File: src/rtl/fact_pkg.sv
package fact_pkg;
  localparam int DATA_W   = 32;
  localparam int ADDR_W   = 8;
  localparam logic [ADDR_W-1:0] OFS_DATA = 8'h08;
  localparam logic [ADDR_W-1:0] OFS_STAT = 8'h20;
  localparam int BUSY_BIT = 0;
  localparam int IEN_BIT  = 7;
  localparam logic [DATA_W-1:0] IRQ_CODE = 32'h0000_0001;
endpackage

File: src/rtl/fact_rst_sync.sv
module fact_rst_sync #(
  parameter int STAGES = 2
) (
  input  logic clk,
  input  logic rst_n,
  output logic rst_ns
);
  logic [STAGES-1:0] sync_q;

  always_ff @(posedge clk or negedge rst_n) begin
    if (!rst_n) sync_q <= '0;
    else        sync_q <= {sync_q[STAGES-2:0], 1'b1};
  end

  assign rst_ns = sync_q[STAGES-1];
endmodule

File: src/rtl/fact_core.sv
module fact_core #(
  parameter int DATA_W = 32
) (
  input  logic              clk,
  input  logic              rst_ns,
  input  logic              start,
  input  logic [DATA_W-1:0] operand,
  output logic              busy,
  output logic [DATA_W-1:0] data,
  output logic              finish
);
  logic [DATA_W-1:0] cnt_q, cnt_d;
  logic [DATA_W-1:0] acc_q, acc_d;
  logic [DATA_W-1:0] data_q, data_d;
  logic              busy_q, busy_d;
  logic              cnt_zero;

  assign cnt_zero = (cnt_q == '0);
  assign finish   = busy_q && cnt_zero;

  always_comb begin
    cnt_d  = cnt_q;
    acc_d  = acc_q;
    data_d = data_q;
    busy_d = busy_q;
    if (start) begin
      cnt_d  = operand;
      acc_d  = DATA_W'(1);
      data_d = operand;
      busy_d = 1'b1;
    end else if (busy_q) begin
      if (cnt_zero) begin
        data_d = acc_q;
        busy_d = 1'b0;
      end else begin
        acc_d = acc_q * cnt_q;
        cnt_d = cnt_q - DATA_W'(1);
      end
    end
  end

  always_ff @(posedge clk or negedge rst_ns) begin
    if (!rst_ns) begin
      cnt_q  <= '0;
      acc_q  <= '0;
      data_q <= '0;
      busy_q <= 1'b0;
    end else begin
      cnt_q  <= cnt_d;
      acc_q  <= acc_d;
      data_q <= data_d;
      busy_q <= busy_d;
    end
  end

  assign busy = busy_q;
  assign data = data_q;

  // the edge with a zero counter ends the run
  a_r5_busy_ends: assert property (@(posedge clk) disable iff (!rst_ns)
    (busy_q && cnt_zero && !start) |=> !busy_q);
  // the stored value is held while the product is still building
  a_r2_no_partial: assert property (@(posedge clk) disable iff (!rst_ns)
    (busy_q && !cnt_zero) |=> $stable(data_q));
  // the counter only ever counts down during a run
  a_r4_count_down: assert property (@(posedge clk) disable iff (!rst_ns)
    (busy_q && !cnt_zero) |=> (cnt_q == $past(cnt_q) - DATA_W'(1)));
endmodule

File: src/rtl/fact_csr.sv
module fact_csr
  import fact_pkg::*;
(
  input  logic              clk,
  input  logic              rst_ns,
  input  logic              we,
  input  logic [ADDR_W-1:0] addr,
  input  logic [DATA_W-1:0] wdata,
  input  logic              busy,
  input  logic [DATA_W-1:0] data,
  input  logic              finish,
  output logic              start,
  output logic [DATA_W-1:0] rdata,
  output logic [DATA_W-1:0] irq_set
);
  logic ien_q, ien_d;
  logic irq_q, irq_d;
  logic hit_data, hit_stat;

  assign hit_data = (addr == OFS_DATA);
  assign hit_stat = (addr == OFS_STAT);
  assign start    = we && hit_data && !busy;

  always_comb begin
    ien_d = ien_q;
    if (we && hit_stat) ien_d = wdata[IEN_BIT];
    irq_d = finish && ien_q;
  end

  always_ff @(posedge clk or negedge rst_ns) begin
    if (!rst_ns) begin
      ien_q <= 1'b0;
      irq_q <= 1'b0;
    end else begin
      ien_q <= ien_d;
      irq_q <= irq_d;
    end
  end

  always_comb begin
    rdata = '0;
    if (hit_data) begin
      rdata = data;
    end else if (hit_stat) begin
      rdata[BUSY_BIT] = busy;
      rdata[IEN_BIT]  = ien_q;
    end
  end

  assign irq_set = irq_q ? IRQ_CODE : '0;

  // request lasts a single cycle
  a_r7_single_pulse: assert property (@(posedge clk) disable iff (!rst_ns)
    irq_q |=> !irq_q);
  // request only follows a completion
  a_r7_after_finish: assert property (@(posedge clk) disable iff (!rst_ns)
    irq_q |-> $past(finish));
endmodule

File: src/rtl/fact_accel.sv
module fact_accel
  import fact_pkg::*;
(
  input  logic              clk,
  input  logic              rst_n,
  input  logic              reg_we,
  input  logic [ADDR_W-1:0] reg_addr,
  input  logic [DATA_W-1:0] reg_wdata,
  output logic [DATA_W-1:0] reg_rdata,
  output logic [DATA_W-1:0] irq_set
);
  logic              rst_ns;
  logic              start;
  logic              busy;
  logic              finish;
  logic [DATA_W-1:0] data;

  fact_rst_sync #(.STAGES(2)) u_rst (
    .clk    (clk),
    .rst_n  (rst_n),
    .rst_ns (rst_ns)
  );

  fact_core #(.DATA_W(DATA_W)) u_core (
    .clk     (clk),
    .rst_ns  (rst_ns),
    .start   (start),
    .operand (reg_wdata),
    .busy    (busy),
    .data    (data),
    .finish  (finish)
  );

  fact_csr u_csr (
    .clk     (clk),
    .rst_ns  (rst_ns),
    .we      (reg_we),
    .addr    (reg_addr),
    .wdata   (reg_wdata),
    .busy    (busy),
    .data    (data),
    .finish  (finish),
    .start   (start),
    .rdata   (reg_rdata),
    .irq_set (irq_set)
  );

  // accepted operand write raises busy
  a_r2_start_busy: assert property (@(posedge clk) disable iff (!rst_ns)
    (reg_we && reg_addr == OFS_DATA && !busy) |=> busy);
  // status write on an idle engine leaves it idle
  a_r6_keep_idle: assert property (@(posedge clk) disable iff (!rst_ns)
    (reg_we && reg_addr == OFS_STAT && !busy) |=> !busy);
  // busy write does not restart the counter path
  a_r3_drop_busy_write: assert property (@(posedge clk) disable iff (!rst_ns)
    (busy && !finish && reg_we && reg_addr == OFS_DATA) |=> busy);
endmodule

File: config.mk
export PLATFORM = sky130hd
export DESIGN_NAME = fact_accel
export DESIGN_NICKNAME = d
export VERILOG_FILES = /design/src/rtl/fact_pkg.sv /design/src/rtl/fact_rst_sync.sv /design/src/rtl/fact_core.sv /design/src/rtl/fact_csr.sv /design/src/rtl/fact_accel.sv
export SDC_FILE = /design/constraint.sdc
export NUM_CORES = 1
export LEC_CHECK = 0
export ABC_AREA = 1
export BUFFER_PORTS_ARGS = -buffer_cell sky130_fd_sc_hd__buf_2
export CAP_MARGIN = 20
export CORE_MARGIN = 2
export CORE_UTILIZATION = 29
export DETAILED_ROUTE_END_ITERATION = 10
export PLACE_DENSITY = 0.52
export SYNTH_ARGS = -nofsm -noshare
export SYNTH_HDL_FRONTEND = slang
export SYNTH_HIERARCHICAL = 1
export SYNTH_SLANG_ARGS = --single-unit
File: constraint.sdc
create_clock -name clk -period 3.8 [get_ports clk]
set_input_delay 0.57 -clock clk [delete_from_list [all_inputs] [get_ports clk]]
set_output_delay 0.57 -clock clk [all_outputs]
set_load 0.02 [all_outputs]
* Word-level counts from Yosys, hierarchy flattened
Index checks and enable logic that the tools add are counted.
** Storage, ports and cells
- Bits of input ports :: 43
- Flip-flop bits (word level) :: 101
- Output and inout bits :: 64
- Logic and storage cells :: 42
** Cells by class
- $add $sub $neg :: 1
- Equal/unequal tests :: 3
- Reduce and logical (&&, ||, !) cells :: 11
- Mux-type cells :: 19
- Multipliers :: 1
** Operators by type and width (number)
- 32-bit 2-to-1 mux :: 9
- 32-bit logical NOT :: 1
- 32-bit by 32-bit multiplier with 32-bit output :: 1
- 32-bit by 1-bit subtractor with 32-bit output (second input constant) :: 1
- 24-bit 2-to-1 mux :: 1
- 8-bit by 4-bit equality test with 1-bit output (second input constant) :: 1
- 8-bit by 6-bit equality test with 1-bit output (second input constant) :: 1
- 1-bit 2-to-1 mux :: 8
- 6-bit 2-to-1 mux :: 1
- 1-bit logical AND :: 5
- 2-bit AND reduction :: 2
- 2-bit nonzero test :: 2
- 2-bit != test (second input constant) :: 1
- 1-bit logical NOT :: 1

* Longest topological paths before layout
- Depth after elaboration :: 5
- Depth in mapped cells :: 36

* Modules after synthesis
The synthesis kept the hierarchy.
** By module, submodules not included
- fact_core :: instances 1, area each 21446.8 um^2, cells an instance 2822
- fact_csr :: instances 1, area each 725.7 um^2, cells an instance 130
- fact_rst_sync :: instances 1, area each 53.8 um^2, cells an instance 3

* Worst setup path before layout
OpenSTA, ideal clock, no wires.
- Path type :: reg-to-reg
- Start :: register u_core.cnt_q[6]
- End :: register u_core.acc_q[28]
- Data required time :: 3.679 ns
- Library setup time :: 0.121 ns
- Cell stages (with the launch flop) :: 29
- Data arrival time :: 6.509 ns
- Path slack :: -2.831 ns
- Clock period less this slack :: 6.631 ns
- Path through :: dfrtp_1 buf_1 clkbuf_1 nand2_1 inv_1 fa_1 fa_1 fa_1 inv_1 fa_1 inv_1 fa_1 inv_1 fa_1 inv_1 fa_1 fa_1 ha_1 nand2_1 nor3_1 nand4_1 nand3_1 nand2_1 nand2_1 inv_1 o21bai_1 nand2_1 nand2_1 o21ai_1
** On the way
- Word-level cells in the longest chain between the ends :: 4
** RTL lines
- from (decl) :: RTL line fact_core.sv:12 : logic [DATA_W-1:0] cnt_q, cnt_d;
- from (signal assigned) :: RTL line fact_core.sv:49 : cnt_q <= cnt_d;
- 32-bit by 32-bit multiplier with 32-bit output :: RTL line fact_core.sv:36 : acc_d = acc_q * cnt_q;
- 32-bit 2-to-1 mux :: RTL line fact_core.sv:32 : if (cnt_zero) begin
- 32-bit 2-to-1 mux :: RTL line fact_core.sv:31 : end else if (busy_q) begin
- 32-bit 2-to-1 mux :: RTL line fact_core.sv:26 : if (start) begin
- to (signal assigned) :: RTL line fact_core.sv:45 : acc_q <= '0;
- to (signal assigned) :: RTL line fact_core.sv:50 : acc_q <= acc_d;
- to (decl) :: RTL line fact_core.sv:13 : logic [DATA_W-1:0] acc_q, acc_d;
Parallel ways exist; a longest one is shown, timed or not. The select of a mux whose other input is x is not followed.
A chain may end at the register's enable or synchronous reset.

* Worst setup path in the final report
- Start :: register u_core.cnt_q[13]
- End :: register u_core.acc_q[29]
The elaborated chain is that of the path after synthesis.

==> impl_metrics.toml <==
[final_layout]
layout-drive-gt1-share_pct = 21.4
diodes = 0
multi_input_area_sq_um = 16900
fillerInstances = 7941
fin_nets = 3806
regArea_sq_um = 2550
synthToLayoutAreaGrowth_pct = 25.3

[global_route]
use_met2_pct = 30.5
grt_pass1_wl_mm = 114
grt_usage_pct = 18.8
grt_pass1_vias = 19800
grt-busiest-layer = "met2"
grt-ovfl-total = 0
global_route.usage.met3_pct = 2.31
antenna_found_initial = 0
grt_use_met1_pct = 26.2
grt_max_degree = 52

[yosys]
synth-edff-count = 0
yosysWarnings = 6
synth-seq-cells = 101
synth_flop_cell = "dfrtp_1"
async_flop_share_pct = 100
yosys-top-cells-count = "nand2_1 (862), inv_1 (819), fa_1 (408)"
yosysTopAreaCellShare_pct = 36.7
ys_types = 54
ys_seq_area_share_pct = 11.4
syn_inst = 2955
synth.avg_cell_area_sq_um = 7.52
synthTopCellsByArea = "fa_1 (37%), nand2_1 (15%), inv_1 (14%), dfrtp_1 (11%), ha_1 (7.0%)"
yosysMostFrequentCell = "nand2_1"
mappedNetlistArea_sq_um = 22200
synth_largest_area_cell = "fa_1"

[die]
io_pins = 107
dieArea_sq_um = 78900
core_sq_um = 75900
start_util_pct = 29.3
row_count = 101
fp.dieW_um = 281
die_y_um = 281

[timing]
relSlewSlack_pct = 48.3
finalCriticalPeriod_ns = 6.65
worst_pin_slew_ns = 0.775
setup_ws_ns = -2.85
setup_viol_count_final = 27
hold_viol_final = 0
skew_ns = 0.0152
rsz0062_at_grt = "true"
finalSetupTns_ns = -61.62
fin_crit_sh_pct = 175
slew_violations = 0
max_freq_mhz = 150

[worst_setup_path]
required_ns = 4.06
slowest_stage = "fa_1"
r2r_setup_slack_ns = -2.85
cpMostUsedCell = "fa_1"
crit_buf_inv = 9
timing.rr.start = "u_core/cnt_q[13]"
r2r_cells = 28
cpPeakStageDelay_ns = 0.55
worstPathArrival_ns = 6.91
critPathCaptureType = "flop"
worst_setup_path_start_kind = "flop"
critical_path.top_delay_family = "adder cells"
crit_type = "flop to flop"
r2r-end = "u_core/acc_q[29]"
cp_max_fo = 7

[clocking]
htreeDepth = 3
clock_sinks = 101
ctsRootBufferMaster = "clkbuf_16"
insertion_delay_ns = 0.37
cts_tree = "yes"
cts_buffers = 9
cts_max_path_buffers = 2
clk_pin_slew_ns = 0.08

[drt]
drt_iter0_markers = 1078
ant_nets = 0
drc = 0
wirelength_mm = 71.5
vias_per_cell = 4.39
routed-via-count = 18700
dr.pass1.iters = 5
wl_per_cell_um = 16.8

[placed_design]
port_buffers = 75
gp_congestion = 0.892
post-dp-hpwl_mm = 59.6

[job]
drv_cap = 0

[min_path]
whs_endpoint = "u_rst/sync_q[1]"
hold_class = "flop to flop"
hold_path.startpoint = "u_rst/sync_q[0]"
hold_depth = 0

[status]
failed_checks = "negative setup slack"
status = "finished with violations"
[cell type report]
| type | instances | share of cell area [%] |
|---|---|---|
| clock buffers | 10 | 0.822 |
| clock inverters | 6 | 0.256 |
| well taps | 1030 | 4.63 |
| flip-flops and latches | 101 | 9.14 |
| multi-input cells | 1877 | 60.7 |
| repair buffers | 416 | 13.2 |
| inverters | 826 | 11.2 |
[stage by stage]
step | hold slack (ns) | util [%] | instance area, sq um | worst slack [ns] | cells
2_1_floorplan | 0.274 | - | 23100 | -2.47 | 2985
3_3_place_gp | 0.335 | 34.3 | 26000 | -3.13 | 4190
3_5_place_dp | 0.344 | 34.3 | 26000 | -3.14 | 4190
4_1_cts | 0.362 | 35.9 | 27300 | -2.89 | 4245
5_1_grt | 0.365 | 36.7 | 27900 | -3.06 | 4266
6_report | 0.359 | 36.7 | 27900 | -2.85 | 4266
[sequential cells by signal, summed over array words and instances, names as in the netlist]
signal        flops
u_core/acc_q     32
u_core/cnt_q     32
u_core/data      32
u_rst/sync_q      2
u_core/busy       1
u_csr/ien_q       1
u_csr/irq_q       1
[logic make-up after synthesis]
kind of cell,share of synthesized area (%)
compound gates,4.89
other cells,0.0338
flops,11.4
simple gates,20.4
buf+inv,18.1
xor+xnor,1.50
fa+ha+maj,43.7
[how the worst max path moves through the flow]
stage / from / depth (start not counted) / slack (ns) / to
finish: u_core/cnt_q[13] / 28 / -2.85 / u_core/acc_q[29]
global placement: u_core/cnt_q[7] / 25 / -3.13 / u_core/acc_q[23]
detailed placement: u_core/cnt_q[7] / 25 / -3.14 / u_core/acc_q[23]
global route: u_core/cnt_q[13] / 30 / -3.06 / u_core/acc_q[28]
CTS: u_core/cnt_q[2] / 26 / -2.89 / u_core/acc_q[23]
floorplan: u_core/cnt_q[3] / 26 / -2.47 / u_core/acc_q[23]
[layout by cell type, fill, tap and decap left out, types with 6 or more instances in the layout]
| cell type | synthesis | layout |
|---|---|---|
| nand2_4 | 1 | 15 |
| inv_2 | 4 | 36 |
| inv_1 | 819 | 780 |
| nor2_1 | 81 | 77 |
| clkbuf_16 | 0 | 12 |
| o211ai_1 | 21 | 21 |
| a21oi_2 | 1 | 13 |
| ha_4 | 0 | 38 |
| nor2_2 | 14 | 16 |
| nand3_1 | 88 | 80 |
| fa_1 | 408 | 377 |
| xor2_1 | 24 | 22 |
| nand2_2 | 3 | 25 |
| nor2_4 | 5 | 7 |
| nand2_1 | 862 | 826 |
| buf_12 | 0 | 42 |
| dfrtp_1 | 101 | 88 |
| buf_4 | 35 | 255 |
| o21ai_0 | 38 | 14 |
| inv_4 | 1 | 8 |
| nand4_1 | 11 | 11 |
| nand3b_1 | 11 | 11 |
| dfrtp_2 | 0 | 12 |
| o21ai_2 | 3 | 7 |
| fa_2 | 0 | 31 |
| buf_6 | 9 | 37 |
| a21oi_1 | 52 | 37 |
| conb_1 | 2 | 32 |
| ha_1 | 124 | 86 |
| nor3_4 | 3 | 6 |
| xnor2_1 | 14 | 12 |
| buf_2 | 24 | 75 |
| o21ai_1 | 20 | 36 |
[metal layers]
metal | share of wire [%] | up-vias
li1 | - | 8926
met1 | 46 | 9266
met2 | 45 | 463
met3 | 5.1 | 85
met4 | 3.3 | 0
met5 | 0 | -
[timing repair]
action	in CTS	in global routing
buffers inserted	41	22
gates cloned	0	3
pin swaps	87	88
hold buffers	1	0
gates resized for setup	134	121
endpoints found under the setup margin	27	29
endpoints found under the hold margin	2	0
Power is left out: the tool's default activity adds up to more than one toggle a clock period on the data nets, which glitch-free logic cannot reach.
